--- src/rtl/clkstop_pkg.sv ---
package clkstop_pkg;
  localparam int PH_W = 2;
  typedef logic [PH_W-1:0] phase_t;

  // phase 3 is low for both rates, so reset parks the counter there
  localparam phase_t PH_RST     = 2'd3;
  // last slow-high state: run state is refreshed as slow outputs fall
  localparam phase_t PH_RUN_UPD = 2'd1;
  // both rates low: select bits may be taken
  localparam phase_t PH_SEL_UPD = 2'd3;

  function automatic logic hi_slow(phase_t p);
    return ~p[1];
  endfunction

  function automatic logic hi_fast(phase_t p);
    return ~p[0];
  endfunction
endpackage

--- src/rtl/clkstop_sync.sv ---
module clkstop_sync #(
  parameter int   STAGES  = 2,
  parameter logic RST_VAL = 1'b1
) (
  input  logic clk,
  input  logic rst,
  input  logic d_async,
  output logic q
);
  logic [STAGES-1:0] chain;

  always_ff @(posedge clk) begin
    if (rst) chain <= {STAGES{RST_VAL}};
    else     chain <= {chain[STAGES-2:0], d_async};
  end

  assign q = chain[STAGES-1];
endmodule

--- src/rtl/clkstop_phase.sv ---
module clkstop_phase
  import clkstop_pkg::*;
(
  input  logic   clk,
  input  logic   rst,
  input  logic   go,
  output phase_t ph_nxt,
  output logic   run,
  output logic   sel_win
);
  phase_t ph_q;

  assign ph_nxt  = ph_q + phase_t'(1);
  assign sel_win = (ph_q == PH_SEL_UPD);

  always_ff @(posedge clk) begin
    if (rst) begin
      ph_q <= PH_RST;
      run  <= 1'b1;
    end else begin
      ph_q <= ph_nxt;
      if (ph_q == PH_RUN_UPD) run <= go;
    end
  end
endmodule

--- src/rtl/clkstop_lane.sv ---
module clkstop_lane
  import clkstop_pkg::*;
#(
  parameter bit SELECTABLE = 1'b0
) (
  input  logic   clk,
  input  logic   rst,
  input  phase_t ph_nxt,
  input  logic   run,
  input  logic   sel_win,
  input  logic   sel_req,
  output logic   clk_o,
  output logic   fast_o
);
  logic fast_nxt;

  generate
    if (SELECTABLE) begin : g_sel
      logic fast_q;
      always_ff @(posedge clk) begin
        if (rst)          fast_q <= 1'b0;
        else if (sel_win) fast_q <= sel_req;
      end
      assign fast_nxt = sel_win ? sel_req : fast_q;
      assign fast_o   = fast_q;
    end else begin : g_fix
      logic unused_in;
      assign unused_in = sel_req ^ sel_win;
      assign fast_nxt  = 1'b0;
      assign fast_o    = 1'b0;
    end
  endgenerate

  always_ff @(posedge clk) begin
    if (rst) clk_o <= 1'b0;
    else     clk_o <= fast_nxt ? hi_fast(ph_nxt) : (run & hi_slow(ph_nxt));
  end
endmodule

--- src/rtl/clkstop_ctrl.sv ---
module clkstop_ctrl
  import clkstop_pkg::*;
#(
  parameter int N_FIX       = 2,
  parameter int N_SEL       = 2,
  parameter int SYNC_STAGES = 2
) (
  input  logic             clk,
  input  logic             rst,
  input  logic             stop_n,
  input  logic [N_SEL-1:0] sel_i,
  output logic [N_FIX-1:0] fix_o,
  output logic [N_SEL-1:0] sel_clk_o
);
  localparam int N_LANE = N_FIX + N_SEL;

  logic   go;
  logic   run;
  logic   sel_win;
  phase_t ph_nxt;
  logic [N_LANE-1:0] lane_req;
  logic [N_LANE-1:0] lane_clk;
  logic [N_LANE-1:0] lane_fast;

  clkstop_sync #(.STAGES(SYNC_STAGES), .RST_VAL(1'b1)) sync_i (
    .clk(clk), .rst(rst), .d_async(stop_n), .q(go)
  );

  clkstop_phase phase_i (
    .clk(clk), .rst(rst), .go(go),
    .ph_nxt(ph_nxt), .run(run), .sel_win(sel_win)
  );

  assign lane_req = {sel_i, {N_FIX{1'b0}}};

  generate
    for (genvar i = 0; i < N_LANE; i++) begin : g_lane
      clkstop_lane #(.SELECTABLE(i >= N_FIX)) lane_i (
        .clk(clk), .rst(rst), .ph_nxt(ph_nxt), .run(run),
        .sel_win(sel_win), .sel_req(lane_req[i]),
        .clk_o(lane_clk[i]), .fast_o(lane_fast[i])
      );
    end
  endgenerate

  assign fix_o     = lane_clk[N_FIX-1:0];
  assign sel_clk_o = lane_clk[N_LANE-1:N_FIX];
endmodule

--- config.mk ---
export PLATFORM = sky130hd
export DESIGN_NAME = clkstop_ctrl
export DESIGN_NICKNAME = d
export VERILOG_FILES = /design/src/rtl/clkstop_pkg.sv /design/src/rtl/clkstop_sync.sv /design/src/rtl/clkstop_phase.sv /design/src/rtl/clkstop_lane.sv /design/src/rtl/clkstop_ctrl.sv
export SDC_FILE = /design/constraint.sdc
export NUM_CORES = 1
export LEC_CHECK = 0
export ABC_CLOCK_PERIOD_IN_PS = 1160
export BUFFER_PORTS_ARGS = -buffer_cell sky130_fd_sc_hd__buf_2
export CAP_MARGIN = 20
export CORE_AREA = 10 10 47 49
export CTS_BUF_LIST = sky130_fd_sc_hd__clkbuf_8
export DETAILED_ROUTE_END_ITERATION = 8
export DIE_AREA = 0 0 57 59
export PLACE_DENSITY = 0.56
export SLEW_MARGIN = 20
export SYNTH_ARGS = -nofsm -noshare
export SYNTH_HDL_FRONTEND = slang
export SYNTH_SLANG_ARGS = --single-unit
--- constraint.sdc ---
create_clock -name clk -period 1.16 [get_ports clk]
set_input_delay 0.116 -clock clk [delete_from_list [all_inputs] [get_ports clk]]
set_output_delay 0.116 -clock clk [all_outputs]
set_load 0.02 [all_outputs]
==> impl_results.md, run 1 <==
- Crit path max fanout: 3
- Remaining antenna violation count: 0
- CP arrival: 1.23 ns
- Fmax: 897 MHz
- CTS tree: yes
- Final WS setup: 0.0456 ns
- First-pass GRT wire length: 917 um
- Residual DRC count: 0
- Drt wl/cell: 9.45 um
- Layout area overhead: 24.8%
- Sequential share of the synthesized area: 55.9%
- First drt pass iteration count: 4
- Post-Syn Instances: 31
- Via density: 3.96
- Setup crit start kind: flop
- Core area: 1400 um2
- Mapped Area: 358 um2
- Period utilization: 96.1%
- Status: finished clean
- Peak VDD IR: 0.000715 V
- Vias in the first global route: 222
- Slew @ Worst Pin: 0.199 ns
- # clock sinks: 10
- Setup WS pre-CTS: 0.0337 ns
- Worst EP required: 1.28 ns
- Vias post-DR: 218
- Commonest cells after routing, fill and taps aside: 10 x dfxtp_1, 8 x buf_2, 3 x clkbuf_8
- GRT Total Usage: 3.69%
- CTS root buf: clkbuf_8
- Worst path slowest cell: dfxtp_1
- Worst-Skew Late Latency: 0.22 ns
- Setup violators final: 0
- Grt met3 use: 3.65%
- Skew final: 0.00143 ns
- Net count after synthesis: 38
- Row cnt: 14
- Largest net degree at the start of global routing: 9
- GRT Max-Usage Layer: met2
- Die width: 57 um
- Hold Violations, Final: 0
- PortBufs: 8
- MaxCap Viol Count: 0
- H-tree depth: 1
- Routed wire length: 520 um
- Initial DRC Count: 2
- Cell Pwr Density: 1950 nW/um2
- Antenna violations before repair: 0
- Final Max Tran Viols: 0
- Initial Utilization: 25.5%
- Synth Area per Inst: 11.5 um2
- CP Class: reg -> reg
- Post-layout instance area: 447 um2
- CP endpoint kind: flop
- Met2 Usage GRT: 4.65%
- Final min period: 1.11 ns
- Layout cell share with drive strength beyond 1: 43.6%
- Congestion Overflow GR: 0
- Post-DP Area: 388 um2
- Yosys cell types: 11
- CP max stage delay: 0.35 ns
- Placed Cells: 51
- Die ar.: 3360 um2
- Synth Warn #: 0
- Most common cell after layout, fill and taps aside: dfxtp_1
- Met1 usage: 3.48%
- Die H: 59 um
- Flop and latch count out of synthesis: 10
- Non-filler cells, final: 55
- Tot Pwr: 0.000869 W
- Gpl congestion: 0.660
- HP Class: in -> reg
- Static Leak: 0.215 nW
- Diodes inserted: 0
- Cell Chain, Critical Path: ha_2 -> mux2i_2 -> buf_4 -> nor2_1
- TritonCTS Buffers: 3
- Final #Nets: 48
- CTS Hold Bufs: 0
- Clock-pin slew of the registers on the worst-case setup and hold paths: 0.04 ns
- Worst slew margin: 86.5%
- I/O pin count: 9
- Clock Path Buffers: 2
==> power breakdown <==
part | leakage, nW | internal, W | switching (W) | total (W)
logic | 0.110 | 0.0000648 | 0.0000743 | 0.000139
clock network | 0.0216 | 0.000225 | 0.000110 | 0.000335
registers | 0.0832 | 0.000382 | 0.0000130 | 0.000395
==> repair_timing <==
item / 4_1_cts / 5_1_grt
gates resized for setup: 0 / 3
endpoints found under the setup margin: 0 / 2
buffers inserted: 0 / 1
==> flip-flops by register name, summed over array words and instances, names as in the netlist <==
register / cells
g_lane.lane_i.fast_o: 2
phase_i.ph_q: 2
g_lane.lane_i.clk_o: 3
phase_i.run: 1
sync_i.chain: 2
==> synthesized netlist by cell type <==
cell,instances,area [um2]
mux2i_1,4,40.0
or2_2,2,12.5
a211o_1,1,8.76
nor2b_1,1,6.26
inv_1,2,7.51
nor2_1,2,7.51
buf_4,4,30.0
ha_1,2,25.0
dfxtp_1,10,200
nand3b_1,1,7.51
nand2b_1,2,12.5
==> layer usage <==
layer	vias to the layer above	share of wire, %
met1	95	50
met2	7	40
li1	114	-
met4	0	1.2
met5	-	0
met3	2	9.2
==> through the flow <==
step / hold WS (ns) / TNS (ns) / util (%)
floorplan: 0.188 / 0 / -
global placement: 0.301 / 0 / 27.7
detailed placement: 0.306 / 0 / 27.7
CTS: 0.0719 / 0 / 30.6
global route: 0.0839 / -0.0135 / 31.9
finish: 0.0752 / 0 / 31.9
==> worst max-delay path: cells and delay by family, from the launching register on <==
family,cells,cell delay (ns)
adder cells (fa/ha/maj),1,0.23
multiplexers,1,0.25
flip-flops,1,0.35
AND/OR/NAND/NOR,1,0.03
buffers and inverters,1,0.15
==> logic make-up (layout without fill, tap and decap cells) <==
kind of cell | after synthesis | in the layout | share of synthesized area [%]
compound gates | 1 | 1 | 2.45
mux | 4 | 4 | 11.2
flops | 10 | 10 | 55.9
simple gates | 8 | 8 | 12.9
buf+inv | 6 | 14 | 10.5
fa+ha+maj | 2 | 2 | 6.99
==> cell type report <==
cell class | count | area (um2)
fillers | 154 | 955
flip-flops and latches | 10 | 200
multi-input cells | 15 | 130
repair buffers | 9 | 47.5
clock buffers | 3 | 41.3
well taps | 16 | 20.0
inverters | 2 | 7.51
==> path summary, 6_finish.rpt <==
| kind | from | slack [ns] | cells past startpoint | to |
|---|---|---|---|---|
| setup / recovery | phase_i.ph_q[0] | 0.05 | 4 | g_lane[3].lane_i.fast_o |
| hold / removal | stop_n | 0.08 | 2 | sync_i.chain[0] |
| setup reg to reg | phase_i.ph_q[0] | 0.05 | 4 | g_lane[3].lane_i.fast_o |
| hold reg to reg | sync_i.chain[0] | 0.40 | 1 | sync_i.chain[1] |
No activity file was read; power rests on OpenSTA's default activity.
==> inputs of run 2 (changes only) <==
--- a/config.mk
+++ b/config.mk
@@ -12,7 +12,7 @@
 export CTS_BUF_LIST = sky130_fd_sc_hd__clkbuf_8
 export DETAILED_ROUTE_END_ITERATION = 8
 export DIE_AREA = 0 0 57 59
-export PLACE_DENSITY = 0.56
+export PLACE_DENSITY_LB_ADDON = 0.05
 export SLEW_MARGIN = 20
 export SYNTH_ARGS = -nofsm -noshare
 export SYNTH_HDL_FRONTEND = slang
==> run 2 against run 1 <==
  * Clock skew grew 0.0022 ns
  * Clock-buffer cell count grew 1
  * Sequential share of layout area shrank 1.4 points
  * Combinational power is essentially flat
  * First-iteration DRC count shrank 50%
  * Wire length grew 19%
  * Global-route usage grew 0.61 points
  * Worst hold slack lost 0.0086 ns
  * Die area is the same
  * Final cell count is the same
  * Clock power grew 27%
  * Via count shrank 0.46%
  * Critical endpoint is now g_lane[3].lane_i.clk_o
  * Highest routed layer unchanged
==> impl_results.md, run 2 (synthesis results as in run 1) <==
- Status: finished clean (unchanged)
- HP Class: in -> reg (unchanged)
- Fmax: 904 MHz (was 897 MHz)
- Worst Hold Path EP: sync_i.chain[0] (unchanged)
- First drt pass iteration count: 2 (was 4)
- Initial DRC Count: 1 (was 2)
- Final HPWL DP: 465 um
- Peak VDD IR: 0.000743 V (was 0.000715 V)
- Die H: 59 um (unchanged)
- Max reg flops: 3 (unchanged)
- CP Class: reg -> reg (unchanged)
- Most common cell after layout, fill and taps aside: dfxtp_1 (unchanged)
- Post-CTS Setup Bufs: 0 (unchanged)
- Switching part of the total: 22.7% (about the same)
- CP endpoint kind: flop (unchanged)
- Antenna violations before repair: 0 (unchanged)
- Initial Utilization: 25.5% (unchanged)
- Clock Path Buffers: 2 (unchanged)
- Hold Violations, Final: 0 (unchanged)
- Reg2reg end: g_lane[3].lane_i.clk_o (was g_lane[3].lane_i.fast_o)
- Worst EP required: 1.32 ns (was 1.28 ns)
- Congestion Overflow GR: 0 (unchanged)
- Vias in the first global route: 244 (was 222)
- Placed Cells: 51 (unchanged)
- Skew final: 0.00359 ns (was 0.00143 ns)
- I/O pin count: 9 (unchanged)
- Layout cell share with drive strength beyond 1: 46.2% (was 43.6%)
- First-pass GRT wire length: 1040 um (was 917 um)
- Worst slew margin: 84.8% (was 86.5%)
- H-tree depth: 1 (unchanged)
- Slew @ Worst Pin: 0.224 ns (was 0.199 ns)
- Clock-pin slew of the registers on the worst-case setup and hold paths: 0.05 ns (was 0.04 ns)
- CP arrival: 1.27 ns (was 1.23 ns)
- CTS Hold Bufs: 0 (unchanged)
- GRT Total Usage: 4.30% (was 3.69%)
- Core area: 1400 um2 (unchanged)
- Diodes inserted: 0 (unchanged)
- Static Leak: 0.219 nW (was 0.215 nW)
- Cell Pwr Density: 2070 nW/um2 (was 1950 nW/um2)
- Residual DRC count: 0 (unchanged)
- CTS root buf: clkbuf_8 (unchanged)
- Cell Chain, Critical Path: ha_4 -> mux2i_2 -> mux2i_1 (was ha_2 -> mux2i_2 -> buf_4 -> nor2_1)
- Commonest cells after routing, fill and taps aside: 9 x dfxtp_1, 8 x buf_2, 4 x clkbuf_8 (was 10 x dfxtp_1, 8 x buf_2, 3 x clkbuf_8)
- Remaining antenna violation count: 0 (unchanged)
- Die ar.: 3360 um2 (unchanged)
- CTS tree: yes (unchanged)
- MaxCap Viol Count: 0 (unchanged)
- Worst path slowest cell: dfxtp_1 (unchanged)
- P_int: 0.000744 W (was 0.000672 W)
- R2R depth: 3 (was 4)
- Period utilization: 95.3% (was 96.1%)
- Routed wire length: 619 um (was 520 um)
- # clock sinks: 10 (unchanged)
- Gpl congestion: 0.610 (was 0.660)
- Reg2reg start: phase_i.ph_q[0] (unchanged)
- Final min period: 1.11 ns (about the same)
- Clock share of power: 44.2% (was 38.5%)
- Fill cell count: 150 (was 154)
- TritonCTS Buffers: 3 (unchanged)
- Vias post-DR: 217 (was 218)
- Hold Crit Depth: 2 (unchanged)
- Largest net degree at the start of global routing: 9 (unchanged)
- Row cnt: 14 (unchanged)
- Worst-Skew Late Latency: 0.23 ns (was 0.22 ns)
- Sw power: 0.000219 W (was 0.000197 W)
- Drt wl/cell: 11.3 um (was 9.45 um)
- Most flop-heavy register: g_lane.lane_i.clk_o (unchanged)
- Setup crit start kind: flop (unchanged)
- Hold slack: 0.0666 ns (was 0.0752 ns)
- Non-filler cells, final: 55 (unchanged)
- Hold_sp: stop_n (unchanged)
- Logic gate share of total power: 14.3% (was 16.0%)
- Crit path max fanout: 3 (unchanged)
- FF-to-FF setup slack: 0.05 ns (about the same)
- Layout area overhead: 29.7% (was 24.8%)
- Final Max Tran Viols: 0 (unchanged)
- CP max stage delay: 0.39 ns (was 0.35 ns)
- PortBufs: 8 (unchanged)
- Via density: 3.95 (was 3.96)
- Final #Nets: 47 (was 48)
- Setup violators final: 0 (unchanged)
- Flop pwr share: 41.6% (was 45.5%)
- Die width: 57 um (unchanged)
==> run 2: what timing repair did <==
action	CTS	global route
cloned	0	0
setup endpoints to repair	1	2
gates resized for setup	2	3
pin swaps	0	1
==> run 2: stage by stage <==
step | power (W) | setup TNS (ns) | util (%) | instance area [um2] | setup WS [ns]
after floorplan | 0.000514 | 0 | - | 358 | 0.126
after global placement | 0.000529 | 0 | 27.7 | 388 | 0.0171
after detailed placement | 0.000527 | 0 | 27.7 | 388 | 0.0197
after CTS | 0.000966 | 0 | 32.1 | 449 | 0.0117
after global routing | 0.00101 | -0.00706 | 33.1 | 464 | -0.00706
final | 0.000962 | 0 | 33.1 | 464 | 0.0544
==> run 2: final cells by class <==
class | instances | area (um2) | share of cell area, %
flip-flops and latches | 10 | 201 | 43.4
multi-input cells | 15 | 140 | 30.2
clock buffers | 4 | 55.1 | 11.9
repair buffers | 8 | 40.0 | 8.63
well taps | 16 | 20.0 | 4.31
inverters | 2 | 7.51 | 1.62
==> run 2: routing by layer <==
layer  GRT usage, %  vias up  share of wire (%)  wire (um)
met4           6.04        0                4.2         26
met3           2.79        4                 11         70
met1           4.09       94                 45        279
li1               -      110                  -          -
met5              0        -                  0          0
met2           5.27        9                 39        243
==> run 2: worst max path at each step <==
stage / from / endpoint / slack [ns] / cells after the start
2_1_floorplan: phase_i.ph_q[0] / g_lane[2].lane_i.clk_o / 0.13 / 3
3_3_place_gp: phase_i.ph_q[0] / g_lane[2].lane_i.clk_o / 0.02 / 3
3_5_place_dp: phase_i.ph_q[0] / g_lane[2].lane_i.clk_o / 0.02 / 3
4_1_cts: phase_i.ph_q[0] / g_lane[3].lane_i.clk_o / 0.01 / 3
5_1_grt: phase_i.ph_q[0] / g_lane[3].lane_i.clk_o / -0.007 / 3
6_report: phase_i.ph_q[0] / g_lane[3].lane_i.clk_o / 0.05 / 3
==> run 2: critical path, delay by kind of cell (launching register included) <==
kind,cells,cell delay (ns)
flops,1,0.39
mux,2,0.47
fa+ha+maj,1,0.18
==> run 2: power by group through the flow <==
stage	sequential, W	combinational [W]	clock (W)
2_1_floorplan	0.000398	0.000116	0
3_3_place_gp	0.000400	0.000128	0
3_5_place_dp	0.000402	0.000125	0
6_report	0.000400	0.000137	0.000425
4_1_cts	0.000396	0.000131	0.000439
5_1_grt	0.000403	0.000151	0.000458
